**src/rtl/rtm_pkg.sv**
```systemverilog
package rtm_pkg;
  // Suggested reset value of the limit field: about 500 ms at 19.2 MHz with 256-clock units
  localparam int unsigned LIMIT_RESET_VALUE = 37500;

  typedef struct packed {
    logic clear;  // start strobe: zero counters, latch configuration
    logic count;  // request open: advance counters this edge
  } rtmStrobe_t;
endpackage

```
**src/rtl/rtm_ctrl.sv**
```systemverilog
module rtm_ctrl
  import rtm_pkg::*;
(
  input  logic       clk,
  input  logic       rstN,
  input  logic       reqStart,
  input  logic       reqDone,
  input  logic       expire,
  output rtmStrobe_t stb,
  output logic       busy,
  output logic       timeoutPulse
);
  logic fired;

  always_comb begin
    stb.clear = reqStart;
    stb.count = busy && !reqStart;
  end

  always_ff @(posedge clk or negedge rstN) begin
    if (!rstN) begin
      busy         <= 1'b0;
      fired        <= 1'b0;
      timeoutPulse <= 1'b0;
    end else if (reqStart) begin
      busy         <= 1'b1;
      fired        <= 1'b0;
      timeoutPulse <= 1'b0;
    end else if (busy) begin
      timeoutPulse <= expire && !fired && !reqDone;
      if (expire && !reqDone) fired <= 1'b1;
      if (reqDone) busy <= 1'b0;
    end else begin
      timeoutPulse <= 1'b0;
    end
  end


  once_per_req_chk: assert property (@(posedge clk) disable iff (!rstN)
    fired && !reqStart |=> !timeoutPulse);

  pulse_in_req_chk: assert property (@(posedge clk) disable iff (!rstN)
    timeoutPulse |-> ($past(busy) && fired));

  pulse_width_chk: assert property (@(posedge clk) disable iff (!rstN)
    timeoutPulse |=> !timeoutPulse);

  busy_drop_chk: assert property (@(posedge clk) disable iff (!rstN)
    busy && reqDone && !reqStart |=> !busy);

  start_wins_chk: assert property (@(posedge clk) disable iff (!rstN)
    reqStart |=> busy);
endmodule

```
**src/rtl/rtm_datapath.sv**
```systemverilog
module rtm_datapath
  import rtm_pkg::*;
#(
  parameter int LIMIT_W    = 20,
  parameter int TICK_SHIFT = 8,
  parameter int DUR_W      = 16,
  parameter int EXP_W      = 5
) (
  input  logic               clk,
  input  logic               rstN,
  input  rtmStrobe_t         stb,
  input  logic [LIMIT_W-1:0] limitIn,
  input  logic [EXP_W-1:0]   expIn,
  output logic               expire,
  output logic [DUR_W-1:0]   durCount,
  output logic               durOverrun
);
  localparam int DIV_W = (1 << EXP_W) - 1;

  logic [TICK_SHIFT-1:0] tickCnt;
  logic [LIMIT_W-1:0]    unitCnt;
  logic [LIMIT_W-1:0]    limitHeld;
  logic [EXP_W-1:0]      expHeld;
  logic [DIV_W-1:0]      divCnt;
  logic [DIV_W-1:0]      divMask;
  logic                  unitTick;
  logic                  durTick;

  always_comb begin
    unitTick = &tickCnt;
    divMask  = DIV_W'((64'd1 << expHeld) - 64'd1);
    durTick  = ((divCnt & divMask) == divMask);
    expire   = stb.count && unitTick && (limitHeld != '0) &&
               ((unitCnt + LIMIT_W'(1)) == limitHeld);
  end

  always_ff @(posedge clk or negedge rstN) begin
    if (!rstN) begin
      tickCnt    <= '0;
      unitCnt    <= '0;
      limitHeld  <= '0;
      expHeld    <= '0;
      divCnt     <= '0;
      durCount   <= '0;
      durOverrun <= 1'b0;
    end else if (stb.clear) begin
      tickCnt    <= '0;
      unitCnt    <= '0;
      divCnt     <= '0;
      durCount   <= '0;
      durOverrun <= 1'b0;
      limitHeld  <= limitIn;
      expHeld    <= expIn;
    end else if (stb.count) begin
      tickCnt <= tickCnt + TICK_SHIFT'(1);
      divCnt  <= divCnt + DIV_W'(1);
      if (unitTick) unitCnt <= unitCnt + LIMIT_W'(1);
      if (durTick) begin
        if (&durCount) durOverrun <= 1'b1;
        else           durCount   <= durCount + DUR_W'(1);
      end
    end
  end


  sat_hold_chk: assert property (@(posedge clk) disable iff (!rstN)
    durOverrun |-> (&durCount));

  clear_zero_chk: assert property (@(posedge clk) disable iff (!rstN)
    stb.clear |=> (durCount == '0 && !durOverrun));

  idle_hold_chk: assert property (@(posedge clk) disable iff (!rstN)
    !stb.clear && !stb.count |=> ($stable(durCount) && $stable(durOverrun)));

  step_chk: assert property (@(posedge clk) disable iff (!rstN)
    stb.count |=> (durCount == $past(durCount) ||
                   durCount == $past(durCount) + DUR_W'(1)));
endmodule

```
**src/rtl/rtm_top.sv**
```systemverilog
module rtm_top
  import rtm_pkg::*;
#(
  parameter int LIMIT_W    = 20,
  parameter int TICK_SHIFT = 8,
  parameter int DUR_W      = 16,
  parameter int EXP_W      = 5
) (
  input  logic               clk,
  input  logic               rstN,
  input  logic               reqStart,
  input  logic               reqDone,
  input  logic [LIMIT_W-1:0] limitIn,
  input  logic [EXP_W-1:0]   expIn,
  output logic               timeoutPulse,
  output logic               busy,
  output logic [DUR_W-1:0]   durCount,
  output logic               durOverrun
);
  rtmStrobe_t stb;
  logic       expire;

  rtm_ctrl u_ctrl (
    .clk          (clk),
    .rstN         (rstN),
    .reqStart     (reqStart),
    .reqDone      (reqDone),
    .expire       (expire),
    .stb          (stb),
    .busy         (busy),
    .timeoutPulse (timeoutPulse)
  );

  rtm_datapath #(
    .LIMIT_W    (LIMIT_W),
    .TICK_SHIFT (TICK_SHIFT),
    .DUR_W      (DUR_W),
    .EXP_W      (EXP_W)
  ) u_dp (
    .clk        (clk),
    .rstN       (rstN),
    .stb        (stb),
    .limitIn    (limitIn),
    .expIn      (expIn),
    .expire     (expire),
    .durCount   (durCount),
    .durOverrun (durOverrun)
  );
endmodule

```
**config.mk**
```make
export PLATFORM = sky130hd
export DESIGN_NAME = rtm_top
export DESIGN_NICKNAME = d
export VERILOG_FILES = /design/src/rtl/rtm_pkg.sv /design/src/rtl/rtm_ctrl.sv /design/src/rtl/rtm_datapath.sv /design/src/rtl/rtm_top.sv
export SDC_FILE = /design/constraint.sdc
export NUM_CORES = 1
export LEC_CHECK = 0
export BUFFER_PORTS_ARGS = -buffer_cell sky130_fd_sc_hd__buf_2
export CAP_MARGIN = 20
export CORE_MARGIN = 1.5
export CORE_UTILIZATION = 55
export DETAILED_ROUTE_END_ITERATION = 8
export PLACE_DENSITY = 0.74
export RECOVER_POWER = 100
export SLEW_MARGIN = 5
export SYNTH_ARGS = -nofsm -noshare
export SYNTH_HDL_FRONTEND = slang
export SYNTH_SLANG_ARGS = --single-unit
```
**constraint.sdc**
```tcl
create_clock -name clk -period 10.8 [get_ports clk]
set_clock_uncertainty 0.05 [all_clocks]
set_input_delay 1.62 -clock clk [delete_from_list [all_inputs] [get_ports clk]]
set_output_delay 1.62 -clock clk [all_outputs]
set_load 0.01 [all_outputs]
```
* After elaboration in Yosys (flattened, before gate mapping)
Cells that the tools add are included.
** Word-level totals
- Logic and storage cells :: 66
- Input bits :: 29
- Bits in registers :: 104
- Output and inout port bits :: 19
** Operators by class
- Reduce and logical (&&, ||, !) cells :: 23
- Eq/ne operators :: 3
- $add $sub $neg :: 5
- Shift operators :: 1
- Bitwise logic cells :: 1
- Mux-type cells :: 23
** Operators by type and width (count)
- two-way mux 16 bit :: 4
- two-way mux 31 bit :: 2
- two-way mux 20 bit :: 3
- adder 31 x 1 -> 31 bit, second input constant :: 1
- bitwise AND 31 bit :: 1
- equality test 31 bit :: 1
- << shifter 1 x 5 -> 31 bit, first input constant :: 1
- subtractor 31 x 1 -> 31 bit, second input constant :: 1
- adder 20 x 1 -> 20 bit, second input constant :: 1
- equality test 20 bit :: 1
- nonzero test 20 bit :: 1
- adder 16 x 1 -> 16 bit, second input constant :: 1
- two-way mux 8 bit :: 2
- AND reduction 16 bit :: 1
- two-way mux 1 bit :: 12
- nonzero test 2 bit :: 6
- adder 8 x 1 -> 8 bit, second input constant :: 1
- AND reduction 8 bit :: 1
- logical AND 1 bit :: 7
- AND reduction 3 bit :: 2
- AND reduction 2 bit :: 2
- logical NOT 1 bit :: 3
- != test 2 bit, second input constant :: 1

* Depth between registers and ports, before layout
- Word-level depth :: 9
- Depth in mapped cells :: 16
- Gate-level depth less buffers :: 12

* Cells and area by module
A second synthesis with hierarchy kept.
** Unflattened totals
- Cells, all modules :: 664
- Area total of the unflattened synthesis :: 6135.9 sq um
** Modules (own cells, without submodules)
- rtm_datapath :: times used 1, cells each 653, area an instance 6014.5 sq um, sequential area each 2527.4 sq um
- rtm_ctrl :: times used 1, cells each 11, area an instance 121.4 sq um, sequential area each 75.1 sq um

* Worst setup path after synthesis
No wires, ideal clock.
- Path type :: register -> register
- Start :: register u_dp.expHeld[4]
- End :: register u_dp.durCount[12]
- Path slack :: 7.289 ns
- Path buffers :: 2
- Clock period less this slack :: 3.511 ns
- Arrival :: 3.334 ns
- Required time :: 10.622 ns
- Library setup time :: 0.128 ns
- Cell stages (with the launch flop) :: 15
- Path through :: dfrtp_1 -> buf_2 -> or4_1 -> nor2_1 -> inv_1 -> ha_1 -> buf_2 -> and2_1 -> a21oi_1 -> o31ai_1 -> a2111oi_2 -> nand4_4 -> or2_1 -> nor3_2 -> mux2_1
** Between the ends
- Cells in the longest elaborated chain, start to end :: 6
** Ends and longest elaborated chain
- from (decl) :: line rtm_datapath.sv:23 : logic [EXP_W-1:0] expHeld;
- from (signal assigned) :: line rtm_datapath.sv:53 : expHeld <= expIn;
- << shifter 1 x 5 -> 31 bit * :: line rtm_datapath.sv:31 : divMask = DIV_W'((64'd1 << expHeld) - 64'd1);
- subtractor 31 x 1 -> 31 bit * :: line rtm_datapath.sv:31
- bitwise AND 31 bit :: line rtm_datapath.sv:32 : durTick = ((divCnt & divMask) == divMask);
- equality test 31 bit * :: line rtm_datapath.sv:32
- nonzero test 2 bit (no source line) *
- AND reduction 3 bit (no source line) *
- to (signal assigned) :: line rtm_datapath.sv:60 : else durCount <= durCount + DUR_W'(1);
- to (decl) :: line rtm_datapath.sv:15 : output logic [DUR_W-1:0] durCount,
Mark *: on every way between the ends. The rest lies on a longest branch, timed or not.
A chain may end at the register's enable or synchronous reset.

==> flow_summary.yaml <==
die:
  die_area_sq_um: 11900
  die_x_um: 109
  fp-row-count: 38
  core_area_sq_um: 10900
  die_y_um: 109
  io-pin-count: 48
  initial_core_util_pct: 56.8
sta:
  period_minus_slack_ns: 6.00
  fin_crit_sh_pct: 55.6
  setup_viol: 0
  worst_slew_pin_slew_ns: 3.68
  hold_viol: 0
  rsz0062_at_grt: "false"
  final-max-slew-violation-count: 184
  setup_tns_ns: 0
  relSlewSlack_pct: -145
  fmax_mhz: 167
logic_synthesis:
  synthTopCellsByArea: "dfrtp_1 (42%), xor2_1 (6.2%), xnor2_1 (6.1%), nor2_1 (5.5%), mux2_2 (4.4%)"
  synth.most_common_cell: "dfrtp_1"
  yosysWarningCount: 0
  syn_inst: 673
  yosys.area.top_type: "dfrtp_1"
  synth_top_area_share_pct: 42.1
  synth-main-ff-cell: "dfrtp_1"
  synth-edff-count: 0
  synth_common_cells: "dfrtp_1 (104), nor2_1 (91), nand2_1 (51), xor2_1 (44), xnor2_1 (43)"
  async_reset_ff_share_pct: 100
  synth-seq-cells: 104
  syn-mean-instance-area_sq_um: 9.19
  yosysSeqAreaShare_pct: 42.1
  syn_area_sq_um: 6180
  synth.distinct_cells: 66
  synth_nets: 707
setup_path:
  ff2ff_setup_slack_ns: 6.26
  critical_path_buf_inv_count: 2
  worstSetupPathType: "in2async"
  crit_fanout: 70
  cp_cell_sequence: "clkbuf_1 > clkbuf_1"
  crit_required_ns: 10.42
  cp_common_cell: "clkbuf_1"
  start_kind: "input port"
  cp_slowest_cell: "clkbuf_1"
  cpLargestDelayFamily: "buffers and inverters"
  cp.arrival_ns: 5.63
  slowest_delay_ns: 2.67
  end_kind: "async pin"
route:
  routedWlPerCell_um: 17.1
  first_pass_iters: 7
  ant_nets: 0
  drcViolationCount: 0
  vias: 5078
  routed_via_density: 6.05
  drtIter0Drc: 342
  wl_um: 14400
clocking:
  cts_hold_buf: 0
  cts_tree: "done"
  ctsLongestPathBuffers: 2
  htree_levels: 3
  cts_made_buffers: 9
  cts_resized: 0
  numClockSinks: 104
  clock-root-buffer: "clkbuf_8"
  path_clk_slew_ns: 0.11
  insertion_delay_ns: 0.39
  post_cts_buffers: 0
finish:
  fin_util_pct: 60.5
  final_area_sq_um: 6580
  syn_to_final_growth_pct: 6.45
  num_antenna_cells: 0
  nFillCells: 990
  fin_nets: 730
  final_layout_size_suffix_gt1_share_pct: 12.6
grt:
  grt_overflow: 0
  grtUsageTotal_pct: 25.9
  first_global_vias: 4864
  grt_pass1_wl_um: 24100
  grt_max_degree: 77
  antenna_found_initial: 0
placed_design:
  placed_area_sq_um: 6440
  dp_hpwl_um: 10300
  port_buffers: 47
  place_congestion: 0.916
power_and_ir_drop:
  power_leakage_nw: 2.65
  power_density_nw_per_um2: 114
  power_mw: 0.753
  ir_worst_vdd_v: 0.0000852
status:
  outcome: "finished with violations"
  violations: "max-capacitance violations, max-slew violations"
job:
  max_cap_viol_count: 3
min_path:
  hold_class: "reg2reg"
per-layer routing:
layer	vias to the layer above	global-route usage, %	wire, um
met5	-	0	0
met4	0	10.1	367
met3	31	4.96	683
met2	149	42.1	7100
met1	2488	34.3	6200
li1	2410	-	-
power by group:
group | switching [mW] | internal, mW
combinational | 0.0538 | 0.0409
clock | 0.147 | 0.0867
sequential | 0.0237 | 0.401
path summary, 6_finish.rpt:
path | depth (start not counted) | endpoint | from
max | 2 | u_dp.divCnt[23] | rstN
min | 1 | u_ctrl.timeoutPulse | u_ctrl.fired
max reg2reg | 12 | u_dp.durCount[1] | u_dp.expHeld[1]
min reg2reg | 1 | u_ctrl.timeoutPulse | u_ctrl.fired
max in group clk | 5 | u_dp.durCount[14] | reqStart
min in group asynchronous | 1 | u_dp.tickCnt[3] | rstN
cells by family after synthesis:
kind of cell | after synthesis | synth area share (%)
xor+xnor | 87 | 12.3
flops | 104 | 42.1
mux | 28 | 5.04
simple gates | 300 | 24.9
fa+ha+maj | 5 | 1.01
buf+inv | 53 | 3.82
compound gates | 96 | 10.8
layout by cell type, fill, tap and decap left out, types with 3 or more instances in the layout:
cell,synthesis,final
nor3_1,10,10
and2_1,5,5
clkbuf_1,17,23
xnor2_1,43,43
mux2_2,24,24
o21ai_1,5,4
a21oi_1,26,26
nand2_1,51,51
dfrtp_1,104,104
nor4_1,10,10
o31ai_1,6,6
o2111ai_1,3,3
a31oi_1,3,3
o21ai_0,19,20
nand4_1,26,26
or3_1,11,11
buf_2,12,26
or2_2,4,4
nor3_2,6,6
nand2b_1,10,10
xor2_1,44,44
nand3_1,33,33
nor2b_1,4,4
or4_1,8,8
ha_1,5,5
or2_1,4,4
clkbuf_8,0,9
inv_1,14,14
o22ai_1,3,3
nor2_1,91,91
a311oi_1,3,3
mux2i_1,3,3
and3_1,16,16
o221ai_1,3,3
flip-flops by register name (all words and copies together), names as in the netlist:
| name | flops |
|---|---|
| u_ctrl.busy | 1 |
| u_ctrl.fired | 1 |
| u_ctrl.timeoutPulse | 1 |
| u_dp.divCnt | 31 |
| u_dp.durCount | 16 |
| u_dp.durOverrun | 1 |
| u_dp.expHeld | 5 |
| u_dp.limitHeld | 20 |
| u_dp.tickCnt | 8 |
| u_dp.unitCnt | 20 |
per-stage QoR:
step | std cells | hold WS (ns) | worst slack, ns
finish | 840 | 0.386 | 4.80
global route | 840 | 0.404 | 3.65
CTS | 840 | 0.393 | 6.36
detailed placement | 825 | 0.377 | 6.39
global placement | 825 | 0.363 | 6.45
floorplan | 673 | 0.351 | 7.29
cell type report:
cell class	count	area, sq um	share of cell area (%)
Tap cell	140	175	2.66
Timing Repair Buffer	51	231	3.52
Clock buffer	9	124	1.88
Clock inverter	6	52.6	0.798
Inverter	14	52.6	0.798
Multi-Input combinational cell	516	3340	50.8
Sequential cell	104	2600	39.5
(Power assumes the default switching activity.)
